$ cat src/rtl/shiftPkg.sv
package shiftPkg;

  typedef enum logic [1:0] {
    SHK_LEFT  = 2'b00,
    SHK_RIGHT = 2'b01,
    SHK_ARITH = 2'b10,
    SHK_RSVD  = 2'b11
  } shiftKind_t;

  typedef struct packed {
    logic load;
    logic stepBig;
    logic stepOne;
  } shiftStrobes_t;

endpackage

$ cat src/rtl/shiftCtrl.sv
module shiftCtrl
  import shiftPkg::*;
#(
  parameter int AMT_W   = 5,
  parameter int BIG_STEP = 4
) (
  input  logic             clk,
  input  logic             rstN,
  input  logic             startIn,
  input  logic [AMT_W-1:0] amountIn,
  output shiftStrobes_t    strobes,
  output logic             busyOut,
  output logic             doneOut
);

  localparam logic [AMT_W-1:0] BIG_AMT = AMT_W'(BIG_STEP);
  localparam logic [AMT_W-1:0] ONE_AMT = AMT_W'(1);

  logic [AMT_W-1:0] remaining;
  logic             busyQ;
  logic             finalCycle;

  always_comb begin
    finalCycle      = busyQ && (remaining == '0);
    strobes.load    = startIn && !busyQ;
    strobes.stepBig = busyQ && (remaining >= BIG_AMT);
    strobes.stepOne = busyQ && (remaining != '0) && (remaining < BIG_AMT);
  end

  always_ff @(posedge clk or negedge rstN) begin
    if (!rstN) begin
      busyQ     <= 1'b0;
      remaining <= '0;
    end else if (strobes.load) begin
      busyQ     <= 1'b1;
      remaining <= amountIn;
    end else if (finalCycle) begin
      busyQ     <= 1'b0;
    end else if (strobes.stepBig) begin
      remaining <= remaining - BIG_AMT;
    end else if (strobes.stepOne) begin
      remaining <= remaining - ONE_AMT;
    end
  end

  assign busyOut = busyQ;
  assign doneOut = finalCycle;

endmodule

$ cat src/rtl/shiftDatapath.sv
module shiftDatapath
  import shiftPkg::*;
#(
  parameter int WIDTH    = 32,
  parameter int BIG_STEP = 4
) (
  input  logic          clk,
  input  logic          rstN,
  input  shiftStrobes_t strobes,
  input  logic [WIDTH-1:0] operandIn,
  input  logic [1:0]    kindIn,
  output logic [WIDTH-1:0] resultOut
);

  localparam int NUM_STEPS = 2;

  logic [WIDTH-1:0] dataQ;
  shiftKind_t       kindQ;
  logic             goRight;
  logic             signFill;
  logic [WIDTH-1:0] stepped [NUM_STEPS];

  always_comb begin
    goRight  = (kindQ == SHK_RIGHT) || (kindQ == SHK_ARITH);
    signFill = (kindQ == SHK_ARITH) && dataQ[WIDTH-1];
  end

  // index 0: wide step, index 1: single-bit step
  for (genvar g = 0; g < NUM_STEPS; g++) begin : gStep
    localparam int AMT = (g == 0) ? BIG_STEP : 1;
    logic [WIDTH-1:0] leftVal;
    logic [WIDTH-1:0] rightVal;
    always_comb begin
      leftVal  = {dataQ[WIDTH-1-AMT:0], {AMT{1'b0}}};
      rightVal = {{AMT{signFill}}, dataQ[WIDTH-1:AMT]};
    end
    assign stepped[g] = goRight ? rightVal : leftVal;
  end

  always_ff @(posedge clk or negedge rstN) begin
    if (!rstN) begin
      dataQ <= '0;
      kindQ <= SHK_LEFT;
    end else if (strobes.load) begin
      dataQ <= operandIn;
      kindQ <= shiftKind_t'(kindIn);
    end else if (strobes.stepBig) begin
      dataQ <= stepped[0];
    end else if (strobes.stepOne) begin
      dataQ <= stepped[1];
    end
  end

  assign resultOut = dataQ;

endmodule

$ cat src/rtl/iterShift.sv
module iterShift
  import shiftPkg::*;
#(
  parameter int WIDTH    = 32,
  parameter int BIG_STEP = 4,
  parameter int AMT_W    = $clog2(WIDTH)
) (
  input  logic             clk,
  input  logic             rstN,
  input  logic             startIn,
  input  logic [WIDTH-1:0] operandIn,
  input  logic [AMT_W-1:0] amountIn,
  input  logic [1:0]       kindIn,
  output logic             busyOut,
  output logic             doneOut,
  output logic [WIDTH-1:0] resultOut
);

  shiftStrobes_t strobes;

  shiftCtrl #(.AMT_W(AMT_W), .BIG_STEP(BIG_STEP)) uCtrl (
    .clk(clk), .rstN(rstN), .startIn(startIn), .amountIn(amountIn),
    .strobes(strobes), .busyOut(busyOut), .doneOut(doneOut)
  );

  shiftDatapath #(.WIDTH(WIDTH), .BIG_STEP(BIG_STEP)) uData (
    .clk(clk), .rstN(rstN), .strobes(strobes), .operandIn(operandIn),
    .kindIn(kindIn), .resultOut(resultOut)
  );

endmodule

$ cat config.mk
export PLATFORM = sky130hd
export DESIGN_NAME = iterShift
export DESIGN_NICKNAME = d
export VERILOG_FILES = /design/src/rtl/shiftPkg.sv /design/src/rtl/shiftCtrl.sv /design/src/rtl/shiftDatapath.sv /design/src/rtl/iterShift.sv
export SDC_FILE = /design/constraint.sdc
export NUM_CORES = 1
export LEC_CHECK = 0
export ABC_AREA = 1
export BUFFER_PORTS_ARGS = -buffer_cell sky130_fd_sc_hd__buf_4
export CAP_MARGIN = 10
export CORE_MARGIN = 4
export CORE_UTILIZATION = 55
export CTS_CLUSTER_SIZE = 24
export DETAILED_ROUTE_END_ITERATION = 8
export PLACE_DENSITY = 0.88
export SYNTH_ARGS = -nofsm -noshare
export SYNTH_HDL_FRONTEND = slang
export SYNTH_SLANG_ARGS = --single-unit
export TNS_END_PERCENT = 5
$ cat constraint.sdc
create_clock -name clk -period 1.6 [get_ports clk]
set_input_delay 0.4 -clock clk [delete_from_list [all_inputs] [get_ports clk]]
set_output_delay 0.4 -clock clk [all_outputs]
set_load 0.03 [all_outputs]
# [After elaboration in Yosys (flattened, before gate mapping)]
# Index checks and enable logic that the tools add are counted.
# Widths: inputs -> output; s select.
[totals] regBits=40 input_bits=42
[classes] n_addsub=2 n_lt_le_gt_ge=2 n_eq_ne=3 n_mux=11 reduce_logical=13
[ops] op="$mux 32" n=5
[ops] op="$mux 5" n=4
[ops] op="$logic_and 1x1->1" n=6
[ops] op="$ge 5x3->1 const B" n=1
[ops] op="$logic_not 5->1" n=1
[ops] op="$lt 5x3->1 const B" n=1
[ops] op="$reduce_bool 5->1" n=1
[ops] op="$sub 5x1->5 const B" n=1
[ops] op="$sub 5x3->5 const B" n=1
[ops] op="$reduce_bool 3->1" n=1
[ops] op="$eq 2x1->1 const B" n=1
[ops] op="$eq 2x2->1 const B" n=1
[ops] op="$mux 1" n=2
[ops] op="$ne 2x1->1 const B" n=1
[ops] op="$reduce_and 2->1" n=1
[ops] op="$reduce_bool 2->1" n=1
[ops] op="$logic_not 1->1" n=1
[ops] op="$logic_or 1x1->1" n=1

# [Logic depth before layout (Yosys ltp)]
# Gate-level depths: netlist of the first run.
[depth] depth_word=7 depth_mapped=11 mapped_depth_nobuf=10

# [Modules after synthesis]
# Synthesis of the first run repeated with hierarchy kept, for this count alone.
[hier_totals] cells_unflattened=491 hier_area_um2=2977.9
[modules_own_cells] mod="shiftDatapath" n_inst=1 cells_each=416 area_each_um2=2472.4 seq_area_each_um2=850.8
[modules_own_cells] mod="shiftCtrl" n_inst=1 cells_each=75 area_each_um2=505.5 seq_area_each_um2=150.1

# [Least setup slack after synthesis of the first run]
# No wires, ideal clock.
[synth_timing] path_kind="register to register" startpoint="register uCtrl.remaining[2]" endpoint="register uData.dataQ[31], in the netlist uData.resultOut[31]" arrival_ns=1.406 path_slack_ns=0.077 stages_incl_launch_ff=11 cell_sequence="dfrtp_1 -> inv_1 -> ha_1 -> nand4_2 -> nand2_2 -> nand2_4 -> inv_2 -> buf_2 -> nor2_1 -> nand2_1 -> nand2_1"
[synth_via] elab_chain_cells=4 word_cells_on_any_way=9
[synth_rtl] item="from (decl)" line="shiftCtrl.sv:19" rtl="logic [AMT_W-1:0] remaining;"
[synth_rtl] item="from (signal assigned)" line="shiftCtrl.sv:36" rtl="remaining <= amountIn;"
[synth_rtl] item="from (signal assigned)" line="shiftCtrl.sv:40" rtl="remaining <= remaining - BIG_AMT;"
[synth_rtl] item="from (signal assigned)" line="shiftCtrl.sv:42" rtl="remaining <= remaining - ONE_AMT;"
[synth_rtl] item="$ge 5x3->1 / $reduce_bool 5->1 (equally long branches)" line="shiftCtrl.sv:26, shiftCtrl.sv:27"
[synth_rtl] item="$logic_and 1x1->1, on equally long branches" line="shiftCtrl.sv:26, shiftCtrl.sv:27"
[synth_rtl] item="$mux 32 / $logic_and 1x1->1 (equally long branches)" line="shiftDatapath.sv:47, shiftCtrl.sv:27"
[synth_rtl] item="$mux 32 / $reduce_bool 3->1 (equally long branches)"
[synth_rtl] item="to (signal assigned)" line="shiftDatapath.sv:45" rtl="dataQ <= operandIn;"
[synth_rtl] item="to (signal assigned)" line="shiftDatapath.sv:48" rtl="dataQ <= stepped[0];"
[synth_rtl] item="to (signal assigned)" line="shiftDatapath.sv:50" rtl="dataQ <= stepped[1];"
[synth_rtl] item="to (decl)" line="shiftDatapath.sv:17" rtl="logic [WIDTH-1:0] dataQ;"
# Parallel ways exist; a longest one is shown, timed or not.
# A chain may end at the register's enable or synchronous reset.

# [Worst setup path after layout of the first run]
[layout_timing] startpoint="register uCtrl.remaining[1]" endpoint="register uData.dataQ[0], in the netlist uData.resultOut[0]"
# Same word-level chain as after synthesis.

==> reports/metrics.cfg, run 1 <==
[clock_network]
clk_latency_ns = 0.30
cts_buffers = 5
cts_max_path_buffers = 2
cts_tree = yes
cts.clk_slew.worst_paths_ns = 0.08
hold_buffers = 0
h-tree-depth = 2
cts_sinks = 40
cts_root_buf = clkbuf_8

[yosys]
postSynthAreaPerCell_um2 = 5.998
synth_largest_area_cell = dfrtp_1
yosys_warnings = 0
synth_seq_area_share_pct = 30.45
ys_top_cells_by_area = dfrtp_1 (30%), nand2_1 (22%), nand3_1 (11%), nor2_1 (10%), inv_1 (5.4%)
syn_area_um2 = 3287
ys.flop_type = dfrtp_1
synth_top_area_share_pct = 30.45
synth_fp_nets = 595
syn_inst = 548
ys_ff_latch = 40
ys_types = 24
synth_edf_count = 0
async_flop_share_pct = 100.0

[flow_run]
cap_violations = 0

[routing]
num_vias = 4059
drcViolationCount = 0
viasPerCell = 5.725
ant_nets = 0
first_pass_iters = 6
post_drt_wl_per_cell_um = 16.19
routed_wl_um = 11480
initialDrtViolationCount = 478

[floorplan]
initial_core_util_pct = 58.26
io-pin-count = 76
die_h_um = 85.31
num_rows = 27
die_area_um2 = 7277
coreArea_um2 = 5642
die_w_um = 85.31

[critical_path]
ff2ff_path_depth = 9
crit_type = flip-flop to flip-flop
r2r-start = uCtrl.remaining[1]
critical_path_required_ns = 1.78
r2r-end = uData.resultOut[0]
rrSetupSlack_ns = -0.08
cp-start-kind = flip-flop
worstPathArrival_ns = 1.86
cp-end-kind = flip-flop
crit_fanout = 10

[grt]
grt_pass1_wl_um = 17750
grt_util_all_layers_pct = 29.71
antenna_found_initial = 0
globalRoute.totalOverflow = 0
first_global_vias = 3728
grt_start_max_net_pins = 45

[cells_and_area]
nNetsFinal = 684
fin_area_um2 = 4443
final_cell_mix = nand2_1 (184), buf_4 (101), nor2_1 (83), nand3_1 (63), inv_1 (41)
drive_gt1_share_pct = 26.69
finalNonFillerCells = 709
area_delta_synth_final_pct = 35.17
final_common_cell = nand2_1
fill_cells = 421
num_antenna_cells = 0
utilization_pct = 78.75

[placed_design]
dp_hpwl_um = 7206
gp_congestion = 0.9265
dpl_cell_area_um2 = 3963
io_buffers = 75
dp.cells = 683

[status]
failed_checks = negative setup slack
status = complete, but fails checks

[worst_hold_path]
hp-class = primary input to async pin

[sta]
hold_violations = 0
timing.hold.ws_ns = 0.08873
grt_setup_unrepaired = true
skew_ns = 0.007147
fmax_mhz = 596.7
slew_headroom_pct = 62.96
setup_violations = 8
drv_slew = 0
layout_min_cycle_time_ns = 1.676
setup_ws_ns = -0.07590
fin_crit_sh_pct = 104.7
worst_pin_slew_ns = 0.5557

## area by class of cell
cell class	count	area, um2	share of cell area (%)
inverters	49	191.4	4.309
clock buffers	6	72.57	1.633
multi-input cells	426	2081	46.83
repair buffers	115	1001	22.53
clock inverters	1	5.005	0.1126
well taps	72	90.09	2.028
flip-flops and latches	40	1002	22.56
## cells in the mapped netlist, types with 2 or more instances
library cell and count:
inv_2 2, xor2_1 2, dfrtp_1 40, nand2_2 2, nand2_4 2, a21oi_1 15, and2_1 5, nor2_1 88
ha_1 5, o21ai_0 28, buf_6 5, nand2_1 189, nand3_1 72, buf_4 4, inv_1 47, a21boi_0 12
buf_2 19, clkbuf_1 5
## metal layers
| metal | wire length [um] | global-route usage, % | up-vias |
|---|---|---|---|
| li1 | - | - | 1888 |
| met1 | 4710 | 39.95 | 1851 |
| met2 | 5399 | 48.45 | 279 |
| met3 | 1068 | 5.922 | 41 |
| met4 | 304 | 8.345 | 0 |
| met5 | 0 | 0 | - |
## per-stage QoR
step	setup slack (ns)	TNS, ns
2_1_floorplan	0.07720	0
6_report	-0.07590	-0.2292
5_1_grt	-0.1351	-1.325
3_3_place_gp	-0.04136	-0.5714
3_5_place_dp	-0.1215	-2.457
4_1_cts	-0.03839	-0.1256
## flip-flops by register name, indices dropped and copies added, names as in the netlist
signal,cells
uData.resultOut,32
uCtrl.remaining,5
uCtrl.busyOut,1
uData.kindQ,2
## worst max-delay path by stage
stage	depth (start not counted)	slack, ns	endpoint	from
2_1_floorplan	10	0.08	uData.resultOut[31]	uCtrl.remaining[2]
3_3_place_gp	9	-0.04	uData.resultOut[17]	startIn
3_5_place_dp	9	-0.12	uData.resultOut[19]	startIn
4_1_cts	5	-0.04	doneOut	uCtrl.remaining[3]
5_1_grt	9	-0.14	uData.resultOut[0]	uCtrl.remaining[3]
6_report	9	-0.08	uData.resultOut[0]	uCtrl.remaining[1]
## repair_timing
item,CTS,global route
gates resized for setup,23,40
endpoints found under the setup margin,33,38
cloned,2,3
setup buffers,9,5
endpoints found under the hold margin,0,0
pin swaps,10,11
## kinds of logic (layout without fill, tap and decap cells)
| kind of cell | count (synthesis) | count (layout) | synth area share, % |
|---|---|---|---|
| simple gates | 362 | 363 | 45.83 |
| flops | 40 | 40 | 30.45 |
| fa+ha+maj | 5 | 5 | 1.903 |
| xor+xnor | 2 | 2 | 0.5330 |
| buf+inv | 83 | 171 | 11.84 |
| compound gates | 56 | 56 | 9.440 |
## worst max-delay path, stage by stage (launching register included)
cell,delay [ns]
dfrtp_1,0.41
inv_2,0.09
ha_4,0.17
nand2_2,0.08
nand2_2,0.08
nand2_4,0.09
buf_4,0.15
buf_8,0.13
a21boi_0,0.25
a21oi_1,0.11
Power of run 1 is left out: the tool's default activity adds up to more than one toggle a clock period on the data nets, which glitch-free logic cannot reach.
==> inputs of run 2 (changes only) <==
Settings changed: CAP_MARGIN 10 to 20, CORE_UTILIZATION 55 to 59, PLACE_DENSITY 0.88 to 0.93.
Clock period 1.6 ns to 2.13 ns, I/O delays scaled along.
==> run 2 against run 1 <==
Compared with the run above:
- the run now ends clean
- cell count fell by 4.9%
- core utilization decreased by 3.6 points
- flip-flop and latch count stayed put
- global-route usage down 0.52 points
- clock skew about the same
- wire length is 18% lower
- first-iteration DRC count is 10% lower
- critical path type is now flip-flop to output port
- design area fell by 11%
- worst setup slack better by 0.15 ns
==> reports/metrics.cfg, run 2 (synthesis results as in run 1) <==
[grt]
globalRoute.totalOverflow = 0  ; unchanged
grt_pass1_wl_um = 15500  ; -13%
grt_start_max_net_pins = 68  ; +51%
grt_util_all_layers_pct = 29.20  ; -0.52 points
first_global_vias = 3261  ; -13%
antenna_found_initial = 0  ; unchanged

[clock_network]
cts.clk_slew.worst_paths_ns = 0.08  ; about the same
cts_sinks = 40  ; unchanged
cts_tree = yes
cts_root_buf = clkbuf_8
cts_max_path_buffers = 2  ; unchanged
cts_buffers = 5  ; unchanged
h-tree-depth = 2  ; unchanged
clk_latency_ns = 0.30  ; about the same
cts_setup_buffers = 0  ; -9
hold_buffers = 0  ; unchanged

[placed_design]
io_buffers = 75  ; unchanged
dpl_cell_area_um2 = 3822  ; -3.5%
dp_hpwl_um = 6803  ; -5.6%
gp_congestion = 0.8705  ; -6.0%

[sta]
skew_ns = 0.007230  ; +0.00008335 ns
setup_violations = 0  ; -8
hold_violations = 0  ; unchanged
grt_setup_unrepaired = false
worst_pin_slew_ns = 0.5182  ; -0.03746 ns
finalSetupTns_ns = 0  ; +0.2292 ns
drv_slew = 0  ; unchanged
fmax_mhz = 486.2
layout_min_cycle_time_ns = 2.057
fin_crit_sh_pct = 96.56
slew_headroom_pct = 65.45  ; +2.5 points

[cells_and_area]
area_delta_synth_final_pct = 19.83
fill_cells = 455  ; +8.1%
final_cell_mix = nand2_1 (189), nor2_1 (88), buf_4 (79), nand3_1 (72), inv_1 (47)
drive_gt1_share_pct = 16.56  ; -10 points
final_common_cell = nand2_1
nNetsFinal = 650  ; -5.0%
fin_area_um2 = 3939  ; -11%
largest_reg_flops = 32  ; unchanged
num_antenna_cells = 0  ; unchanged

[routing]
first_pass_iters = 6  ; unchanged
post_drt_wl_per_cell_um = 13.89  ; -14%
routed_wl_um = 9359  ; -18%
viasPerCell = 5.423  ; -5.3%
initialDrtViolationCount = 428  ; -10%
ant_nets = 0  ; unchanged
drcViolationCount = 0  ; unchanged
num_vias = 3655  ; -10%

[floorplan]
die_w_um = 82.64  ; -3.1%
initial_core_util_pct = 62.76  ; +4.5 points
die_area_um2 = 6829  ; -6.2%
num_rows = 26  ; -3.7%
coreArea_um2 = 5238  ; -7.2%
io-pin-count = 76  ; unchanged
die_h_um = 82.64  ; -3.1%

[critical_path]
critical_path_required_ns = 1.60  ; -0.18 ns
crit_type = flip-flop to output port
worstPathArrival_ns = 1.52  ; -0.34 ns
cp-end-kind = output port
crit_fanout = 7  ; -3
cp-start-kind = flip-flop

[worst_hold_path]
hp-class = primary input to async pin

[status]
status = finished clean

[flow_run]
cap_violations = 0  ; unchanged

==> run 2: cell count changes in the layout (fill, tap and decap cells not counted), sizes merged <==
cell	delta
buf	-31
clkbuf	-3
bufinv	+1
clkinvlp	+1
nor2	-1
==> run 2: per-stage QoR <==
step           cells  hold WS (ns)  setup slack, ns  util (%)
6_report         674        0.2062          0.07328     75.20
5_1_grt          674        0.2471         0.007949     75.20
4_1_cts          674        0.2187          0.05739     75.11
3_5_place_dp     666        0.4781          0.05798     72.98
3_3_place_gp     666        0.4603           0.1894     72.98
2_1_floorplan    548        0.2369           0.5063         -
==> run 2: timing repair <==
item | CTS | global route
setup endpoints to repair | 0 | 20
gates resized for setup | 0 | 3
hold endpoints to repair | 0 | 0
==> run 2: per-layer routing <==
layer  track usage (%)  vias to the layer above  share of wire, %
li1                  -                     1819                 -
met1             41.03                     1634                43
met2             46.96                      190                46
met3             4.664                       12               9.1
met4             7.190                        0               1.2
met5                 0                        -                 0
==> run 2: layout make-up <==
type / instances / area, um2 / area share [%]
Multi-Input combinational cell: 425 / 1899 / 48.22
Tap cell: 70 / 87.58 / 2.224
Sequential cell: 40 / 1001 / 25.41
Inverter: 49 / 186.4 / 4.733
Clock inverter: 3 / 42.54 / 1.080
Clock buffer: 5 / 68.82 / 1.747
Timing Repair Buffer: 82 / 653.1 / 16.58
==> run 2: worst max-delay path: stages (launching register included) <==
cell     delay [ns]
dfrtp_1        0.47
inv_1          0.13
ha_2           0.23
nand4_2        0.15
inv_1          0.09
buf_4          0.15
==> run 2: worst paths after layout <==
| check | start | slack [ns] | depth (start not counted) | to |
|---|---|---|---|---|
| worst max-delay path | uCtrl.remaining[2] | 0.07 | 5 | doneOut |
| min in group clk | kindIn[1] | 0.44 | 3 | uData.kindQ[1] |
| max in group asynchronous | rstN | 1.57 | 1 | uData.resultOut[26] |
| worst min-delay path | rstN | 0.21 | 1 | uCtrl.remaining[4] |
| worst min register to register | uData.kindQ[1] | 0.50 | 2 | uData.kindQ[1] |
| worst max register to register | uCtrl.remaining[2] | 0.24 | 9 | uData.resultOut[9] |
Power of run 2 is left out for the same reason.
